<file path="config.mk">
export PLATFORM = sky130hd
export DESIGN_NAME = seq_addr_ptr
export DESIGN_NICKNAME = d
export VERILOG_FILES = /design/src/rtl/seq_ptr_pkg.sv /design/src/rtl/seq_ptr_regs.sv /design/src/rtl/seq_ptr_core.sv /design/src/rtl/seq_ptr_flag.sv /design/src/rtl/seq_addr_ptr.sv
export SDC_FILE = /design/constraint.sdc
export NUM_CORES = 1
export LEC_CHECK = 0
export ABC_AREA = 1
export BUFFER_PORTS_ARGS = -buffer_cell sky130_fd_sc_hd__buf_4
export CAP_MARGIN = 20
export CORE_UTILIZATION = 58
export CTS_CLUSTER_DIAMETER = 200
export DETAILED_ROUTE_END_ITERATION = 8
export GPL_ROUTABILITY_DRIVEN = 1
export PLACE_DENSITY = 0.8
export SYNTH_ARGS = -nofsm -noshare
export SYNTH_HDL_FRONTEND = slang
export SYNTH_HIERARCHICAL = 1
export SYNTH_SLANG_ARGS = --single-unit
export TNS_END_PERCENT = 10
</file>
<file path="constraint.sdc">
create_clock -name clk -period 2 [get_ports clk]
set_input_delay 0.2 -clock clk [delete_from_list [all_inputs] [get_ports clk]]
set_output_delay 0.2 -clock clk [all_outputs]
set_load 0.01 [all_outputs]
</file>
<file path="src/rtl/seq_ptr_pkg.sv">
package seq_ptr_pkg;
  localparam int unsigned PTR_W   = 13;
  localparam int unsigned LOAD_W  = 12;
  localparam int unsigned NUM_BUF = 2;
  localparam int unsigned IDX_W   = 3;
endpackage

</file>
<file path="src/rtl/seq_ptr_regs.sv">
module seq_ptr_regs #(
  parameter int unsigned AW    = seq_ptr_pkg::PTR_W,
  parameter int unsigned NBUF  = seq_ptr_pkg::NUM_BUF,
  parameter int unsigned IDX_W = seq_ptr_pkg::IDX_W
) (
  input  logic                     clk,
  input  logic                     rst,
  input  logic                     cfg_we,
  input  logic [IDX_W-1:0]         cfg_idx,
  input  logic [AW-1:0]            cfg_data,
  output logic [NBUF-1:0][AW-1:0]  start_addr,
  output logic [NBUF-1:0][AW-1:0]  end_addr
);
  // Index layout: even slot = start of buffer b, odd slot = end of buffer b.
  for (genvar b = 0; b < NBUF; b++) begin : g_buf
    localparam logic [IDX_W-1:0] START_IDX = IDX_W'(2 * b);
    localparam logic [IDX_W-1:0] END_IDX   = IDX_W'(2 * b + 1);

    always_ff @(posedge clk) begin
      if (rst) begin
        start_addr[b] <= '0;
        end_addr[b]   <= '0;
      end else if (cfg_we) begin
        if (cfg_idx == START_IDX) start_addr[b] <= cfg_data;
        if (cfg_idx == END_IDX)   end_addr[b]   <= cfg_data;
      end
    end
  end
endmodule

</file>
<file path="src/rtl/seq_ptr_core.sv">
module seq_ptr_core #(
  parameter int unsigned AW   = seq_ptr_pkg::PTR_W,
  parameter int unsigned LW   = seq_ptr_pkg::LOAD_W,
  parameter int unsigned NBUF = seq_ptr_pkg::NUM_BUF
) (
  input  logic                     clk,
  input  logic                     rst,
  input  logic                     cnt_en_n,
  input  logic                     ld_n,
  input  logic [NBUF-1:0]          strt_n,
  input  logic [LW-1:0]            din,
  input  logic [NBUF-1:0][AW-1:0]  start_addr,
  output logic [AW-1:0]            ptr,
  output logic [AW-1:0]            ptr_inc,
  output logic                     inc_take,
  output logic                     ld_pend
);
  logic [LW-1:0] dreg_q;
  logic [AW-1:0] ptr_nxt;
  logic          strt_hit;

  // Selection: pending load, then lowest-numbered strobe, then increment.
  always_comb begin
    ptr_inc  = ptr + 1'b1;
    ptr_nxt  = ptr;
    inc_take = 1'b0;
    strt_hit = 1'b0;
    if (ld_pend) begin
      ptr_nxt = AW'(dreg_q);
    end else begin
      for (int b = NBUF - 1; b >= 0; b--) begin
        if (!strt_n[b]) begin
          ptr_nxt  = start_addr[b];
          strt_hit = 1'b1;
        end
      end
      if (!strt_hit && !cnt_en_n) begin
        ptr_nxt  = ptr_inc;
        inc_take = 1'b1;
      end
    end
  end

  always_ff @(posedge clk) begin
    if (rst) begin
      ptr     <= '0;
      dreg_q  <= '0;
      ld_pend <= 1'b0;
    end else begin
      ptr     <= ptr_nxt;
      ld_pend <= !ld_n;
      if (!ld_n) dreg_q <= din;
    end
  end
endmodule

</file>
<file path="src/rtl/seq_ptr_flag.sv">
module seq_ptr_flag #(
  parameter int unsigned AW = seq_ptr_pkg::PTR_W
) (
  input  logic          clk,
  input  logic          rst,
  input  logic          inc_take,
  input  logic [AW-1:0] ptr_inc,
  input  logic [AW-1:0] end_addr,
  input  logic          clr,
  output logic          flag_n
);
  logic hit;

  assign hit = inc_take && (ptr_inc == end_addr);

  // Set wins over clear on the same edge.
  always_ff @(posedge clk) begin
    if (rst)      flag_n <= 1'b1;
    else if (hit) flag_n <= 1'b0;
    else if (clr) flag_n <= 1'b1;
  end
endmodule

</file>
<file path="src/rtl/seq_addr_ptr.sv">
module seq_addr_ptr #(
  parameter int unsigned AW    = seq_ptr_pkg::PTR_W,
  parameter int unsigned LW    = seq_ptr_pkg::LOAD_W,
  parameter int unsigned IDX_W = seq_ptr_pkg::IDX_W
) (
  input  logic             clk,
  input  logic             rst,
  input  logic             cnt_en_n,
  input  logic             ld_n,
  input  logic             strt1_n,
  input  logic             strt2_n,
  input  logic [LW-1:0]    din,
  input  logic             cfg_we,
  input  logic [IDX_W-1:0] cfg_idx,
  input  logic [AW-1:0]    cfg_data,
  input  logic             ctl_we,
  input  logic [1:0]       ctl_data,
  output logic [AW-1:0]    ptr,
  output logic             eob1_n,
  output logic             eob2_n
);
  localparam int unsigned NBUF = 2;

  logic [NBUF-1:0][AW-1:0] start_addr;
  logic [NBUF-1:0][AW-1:0] end_addr;
  logic [NBUF-1:0]         strt_n;
  logic [NBUF-1:0]         eob_n;
  logic [AW-1:0]           ptr_inc;
  logic                    inc_take;
  logic                    ld_pend;

  assign strt_n = {strt2_n, strt1_n};
  assign eob1_n = eob_n[0];
  assign eob2_n = eob_n[1];

  seq_ptr_regs #(.AW(AW), .NBUF(NBUF), .IDX_W(IDX_W)) u_regs (
    .clk        (clk),
    .rst        (rst),
    .cfg_we     (cfg_we),
    .cfg_idx    (cfg_idx),
    .cfg_data   (cfg_data),
    .start_addr (start_addr),
    .end_addr   (end_addr)
  );

  seq_ptr_core #(.AW(AW), .LW(LW), .NBUF(NBUF)) u_core (
    .clk        (clk),
    .rst        (rst),
    .cnt_en_n   (cnt_en_n),
    .ld_n       (ld_n),
    .strt_n     (strt_n),
    .din        (din),
    .start_addr (start_addr),
    .ptr        (ptr),
    .ptr_inc    (ptr_inc),
    .inc_take   (inc_take),
    .ld_pend    (ld_pend)
  );

  for (genvar b = 0; b < NBUF; b++) begin : g_flag
    seq_ptr_flag #(.AW(AW)) u_flag (
      .clk      (clk),
      .rst      (rst),
      .inc_take (inc_take),
      .ptr_inc  (ptr_inc),
      .end_addr (end_addr[b]),
      .clr      (ctl_we && !ctl_data[b]),
      .flag_n   (eob_n[b])
    );
  end
endmodule

</file>
==> flow_summary.yaml, run 1 <==
global_routing:
  grt_pass1_vias: 3751
  grt_usage_pct: 30.6
  antenna_found_initial: 0
  grt_pass1_wl_um: 18000
  grt_max_degree: 66
  grt-ovfl-total: 0
clocking:
  clockBufferDepth: 2
  numCtsBuffers: 9
  cts.sink_count: 80
  insertion_delay_ns: 0.36
  cts-root-buf: "clkbuf_8"
  ctsHoldBuffers: 0
  clk_pin_slew_ns: 0.08
  htreeDepth: 3
  tritoncts: "built"
status:
  outcome: "complete, no violations"
setup_path:
  cp_max_fo: 5
  critPathRequiredTime_ns: 2.26
  start_kind: "flip-flop"
  rrSetupSlack_ns: 0.14
  critical_path_class: "reg -> reg"
  arrival_ns: 2.12
  end_kind: "flip-flop"
synthesis:
  ys_ff_latch: 80
  avgSynthCellArea_um2: 6.23
  syn_nets: 735
  ys_seq_area_share_pct: 37.0
  yosysUniqueCellTypes: 30
  ys_async_sr_fraction_pct: 0
  syn_inst: 696
  ys_warn_count: 6
  synth_edf_count: 0
  synthFlopType: "dfxtp_1"
  syn_area_um2: 4330
routing:
  dr_total_vias: 4433
  wl_met2_um: 5390
  dr.pass1.iters: 6
  detail_route.wirelength_um: 11400
  wl_met1_um: 4990
  wl_per_cell_um: 13.6
  drcViolationCount: 0
  vias_per_cell: 5.28
  top_layer: "met4"
  ant_nets: 0
  dr.first_iter.drc_count: 242
  route.met3.wl_um: 769
timing:
  finalWorstSetupSlack_ns: 0.141
  rsz0062_at_grt: "true"
  timing.hold.ws_ns: 0.0838
  worstMarginPinSlew_ns: 0.631
  setup_tns_ns: 0
  period_share_pct: 93.0
  max_slew_margin_pct: 57.9
  fmax_mhz: 538
  fin_skew_ns: 0.00719
  finalHoldViolations: 0
  maxSlewViolCount: 0
  period_minus_slack_ns: 1.86
  setup_viol: 0
pwr:
  p_switching_mw: 0.970
  combPwrFrac_pct: 14.8
  p_per_area_nw_per_um2: 708
  p_seq_share_pct: 48.4
  ir_drop_uv: 476
  p_sw_share_pct: 27.5
  power.leakage_nw: 2.21
  clock_power_share_pct: 36.8
  p_int_mw: 2.55
floorplanning:
  num_rows: 31
  die_h_um: 88.4
  die_area_um2: 7820
  boundaryPins: 53
  start_util_pct: 59.8
  die_x_um: 88.4
  coreArea_um2: 7250
flow_run:
  max-cap-violations: 0
finish:
  layout_common_cells: "210 x nand2_1, 127 x nor2_1, 75 x inv_1"
  fillers: 664
  layout_commonest_cell: "nand2_1"
  drive_gt1_share_pct: 14.5
  final_cell_count_no_fill: 839
  antenna_cells: 0
  syn_to_final_growth_pct: 14.8
  nNetsFinal: 774
placed_design:
  io_buffers: 52
  post-place-ws_ns: 0.0881
  place.gp.congestion: 0.898
  dp.cells: 822
  hpwlAfterDp_um: 8270
hold_path:
  holdCritPathClass: "in -> reg"
-- sequential cells by signal (all words and copies together) (netlist names) --
signal                cells
u_regs/end_addr          26
g_flag.u_flag/flag_n      2
u_core/dreg_q            12
u_core/ld_pend            1
u_core/ptr               13
u_regs/start_addr        26
-- worst paths after layout --
| kind | to | startpoint | cells after the start |
|---|---|---|---|
| setup / recovery | g_flag[0].u_flag/flag_n | u_core/ptr[1] | 14 |
| hold / removal | u_core/dreg_q[8] | din[8] | 3 |
| setup reg to reg | g_flag[0].u_flag/flag_n | u_core/ptr[1] | 14 |
| hold reg to reg | u_core/dreg_q[2] | u_core/dreg_q[2] | 2 |
-- synthesized netlist by cell type, types with 4 or more instances --
cell,instances,share of area [%]
buf_2,7,0.81
buf_6,7,1.8
dfxtp_1,80,37
nand2_1,213,18
nor2_1,132,11
nand3_1,66,7.6
xnor2_1,4,0.81
inv_1,75,6.5
clkbuf_1,8,0.69
a21oi_1,36,4.2
nor2_2,6,0.87
a22oi_1,11,1.9
buf_4,8,1.4
a31oi_1,11,1.6
o21ai_1,6,0.69
-- routing by layer --
layer / up-vias / global-route usage [%]
met5: - / 0
met4: 0 / 12.6
met3: 26 / 4.94
met2: 169 / 50.3
met1: 2002 / 40.0
li1: 2236 / -
-- cell families (layout without fill, tap and decap cells) --
logic type	Yosys count	count (layout)	synth area share (%)
DFF	80	80	37.0
xor gates and xnor gates	7	7	1.41
adders and majority gates	1	1	0.289
AOI/OAI and AO/OA	67	67	8.75
buffers and inverters	110	154	11.6
and+or+nand+nor	431	431	41.0
-- power groups by stage --
stage / clock network, mW / logic, mW / registers (mW)
finish: 1.30 / 0.522 / 1.71
global route: 1.39 / 0.582 / 1.71
CTS: 1.31 / 0.513 / 1.70
detailed placement: 0 / 0.510 / 1.74
global placement: 0 / 0.499 / 1.74
floorplan: 0 / 0.343 / 1.74
-- stage by stage --
step / power [mW] / util, % / cell area (um^2)
6_report: 3.52 / 68.6 / 4980
5_1_grt: 3.69 / 68.6 / 4980
4_1_cts: 3.53 / 67.9 / 4920
2_1_floorplan: 2.08 / - / 4330
3_3_place_gp: 2.24 / 65.0 / 4710
3_5_place_dp: 2.25 / 65.0 / 4710
-- critical path, cell delays in order (launching register included) --
cell	delay [ns]
dfxtp_4	0.37
ha_2	0.19
nand2_2	0.11
nor2_4	0.18
nand3_1	0.11
nand2_2	0.13
inv_1	0.05
nand2_1	0.05
nand2_1	0.05
nor2_1	0.18
nand2_1	0.09
nor2_1	0.09
nand2_1	0.06
nand2_1	0.06
nand2_1	0.04
-- cell type report --
cell class / instances / area [um^2] / share of cell area (%)
clock buffers: 10 / 128 / 2.56
multi-input cells: 506 / 2270 / 45.6
repair buffers: 61 / 470 / 9.45
clock inverters: 6 / 83.8 / 1.68
flip-flops and latches: 80 / 1610 / 32.4
inverters: 77 / 289 / 5.81
well taps: 99 / 124 / 2.49
-- repair_timing --
item	in CTS	in global routing
setup buffers	0	1
setup endpoints to repair	0	2
gates resized for setup	0	18
No activity file was read; power rests on OpenSTA's default activity.
==> run 2: changes to the inputs <==
Settings changed: PLACE_DENSITY 0.8 to 0.82.
==> flow_summary.yaml, run 2 (synthesis results as in run 1) <==
floorplanning:
  boundaryPins: 53
  die_h_um: 88.4
  die_area_um2: 7820
  coreArea_um2: 7250
  num_rows: 31
  die_x_um: 88.4
  start_util_pct: 59.8
global_routing:
  grt_max_degree: 66
  grt-ovfl-total: 0
  antenna_found_initial: 0
  grt_usage_pct: 28.9
  grt_pass1_wl_um: 17100
  grt_pass1_vias: 3657
setup_path:
  crit_chain: "ha_2 -> nand2_2 -> nor2_4 -> buf_4 -> xor2_4 -> xnor2_1 -> nand2_1 -> nor2_1 -> nand2_1 -> nand2_1 -> nand2_1"
  cpMaxStageDelayCell: "dfxtp_2"
  end_kind: "flip-flop"
  critPathRequiredTime_ns: 2.25
  worst-path-buf-inv: 1
  cp_top_family: "simple AND/OR/NAND/NOR gates"
  path_depth: 11
  critPathMaxStageDelay_ns: 0.37
  cp_max_fo: 5
  path_common_cell: "nand2_1"
  arrival_ns: 2.10
  critical_path_class: "reg -> reg"
  start_kind: "flip-flop"
  r2r_cells: 11
placed_design:
  post-place-ws_ns: 0.0798
  hpwlAfterDp_um: 7970
  dpl_cell_area_um2: 4710
  io_buffers: 52
  place.gp.congestion: 0.915
finish:
  antenna_cells: 0
  drive_gt1_share_pct: 14.6
  syn_to_final_growth_pct: 15.8
  stdcell_area_um2: 5020
  layout_commonest_cell: "nand2_1"
  fillers: 628
  nNetsFinal: 775
  layout_common_cells: "211 x nand2_1, 126 x nor2_1, 76 x dfxtp_1"
  utilization_pct: 69.2
  reg_top3: "u_regs/end_addr x26, u_regs/start_addr x26, u_core/ptr x13"
status:
  outcome: "complete, no violations"
timing:
  fin_skew_ns: 0.0116
  finalWorstSetupSlack_ns: 0.158
  timing.hold.ws_ns: 0.0912
  fmax_mhz: 543
  finalHoldViolations: 0
  period_minus_slack_ns: 1.84
  worstMarginPinSlew_ns: 0.628
  setup_viol: 0
  maxSlewViolCount: 0
  period_share_pct: 92.1
  max_slew_margin_pct: 58.1
routing:
  ant_nets: 0
  detail_route.wirelength_um: 11000
  dr_total_vias: 4359
  dr.first_iter.drc_count: 260
  dr.pass1.iters: 5
  vias_per_cell: 5.19
  wl_per_cell_um: 13.1
  drcViolationCount: 0
clocking:
  clockBufferDepth: 2
  numCtsBuffers: 9
  tritoncts: "built"
  htreeDepth: 3
  insertion_delay_ns: 0.36
  cts.sink_count: 80
  clk_pin_slew_ns: 0.08
  ctsHoldBuffers: 0
  cts-root-buf: "clkbuf_8"
pwr:
  power.leakage_nw: 2.22
  ir_drop_uv: 556
  total_power_mw: 3.61
  p_per_area_nw_per_um2: 719
flow_run:
  max-cap-violations: 0
hold_path:
  holdCritPathClass: "in -> reg"
  hold_depth: 3
==> run 2: per-layer routing <==
metal	global-route usage [%]	wire (um)
met1	37.9	4930
met2	46.1	5160
met3	7.28	659
met4	10.6	259
met5	0	0
==> run 2: path summary, 6_finish.rpt <==
path / slack (ns) / start / end
worst max-delay path: 0.16 / u_core/ptr[1] / g_flag[0].u_flag/flag_n
worst min-delay path: 0.09 / din[10] / u_core/dreg_q[10]
worst max register to register: 0.16 / u_core/ptr[1] / g_flag[0].u_flag/flag_n
worst min register to register: 0.47 / u_core/dreg_q[2] / u_core/dreg_q[2]
==> run 2: final cells by class <==
| class | instances | area, um^2 | area share (%) |
|---|---|---|---|
| multi-input cells | 506 | 2280 | 45.4 |
| flip-flops and latches | 80 | 1610 | 32.1 |
| repair buffers | 62 | 478 | 9.53 |
| inverters | 77 | 289 | 5.76 |
| clock buffers | 11 | 151 | 3.02 |
| well taps | 99 | 124 | 2.47 |
| clock inverters | 5 | 86.3 | 1.72 |
==> run 2: timing repair <==
item                                    CTS  global route
gates resized for setup                   0            17
endpoints found under the hold margin     0             0
endpoints found under the setup margin    0             2
buffers inserted                          0             2
==> run 2: through the flow <==
step / std cells / setup TNS (ns)
2_1_floorplan: 696 / 0
3_3_place_gp: 822 / 0
3_5_place_dp: 822 / 0
4_1_cts: 838 / 0
5_1_grt: 840 / -0.0140
6_report: 840 / 0
==> run 2: worst register-to-register path: stages, from the launching register on <==
cell and delay [ns]:
dfxtp_2 0.37, ha_2 0.20, nand2_2 0.11, nor2_4 0.18, buf_4 0.16, xor2_4 0.20
xnor2_1 0.15, nand2_1 0.09, nor2_1 0.12, nand2_1 0.07, nand2_1 0.06, nand2_1 0.04
==> run 2: power by group <==
part           total (mW)  internal [mW]  switching [mW]
clock                1.38          0.780           0.605
combinational       0.517          0.201           0.316
sequential           1.70           1.66          0.0497
total                3.61           2.64           0.971
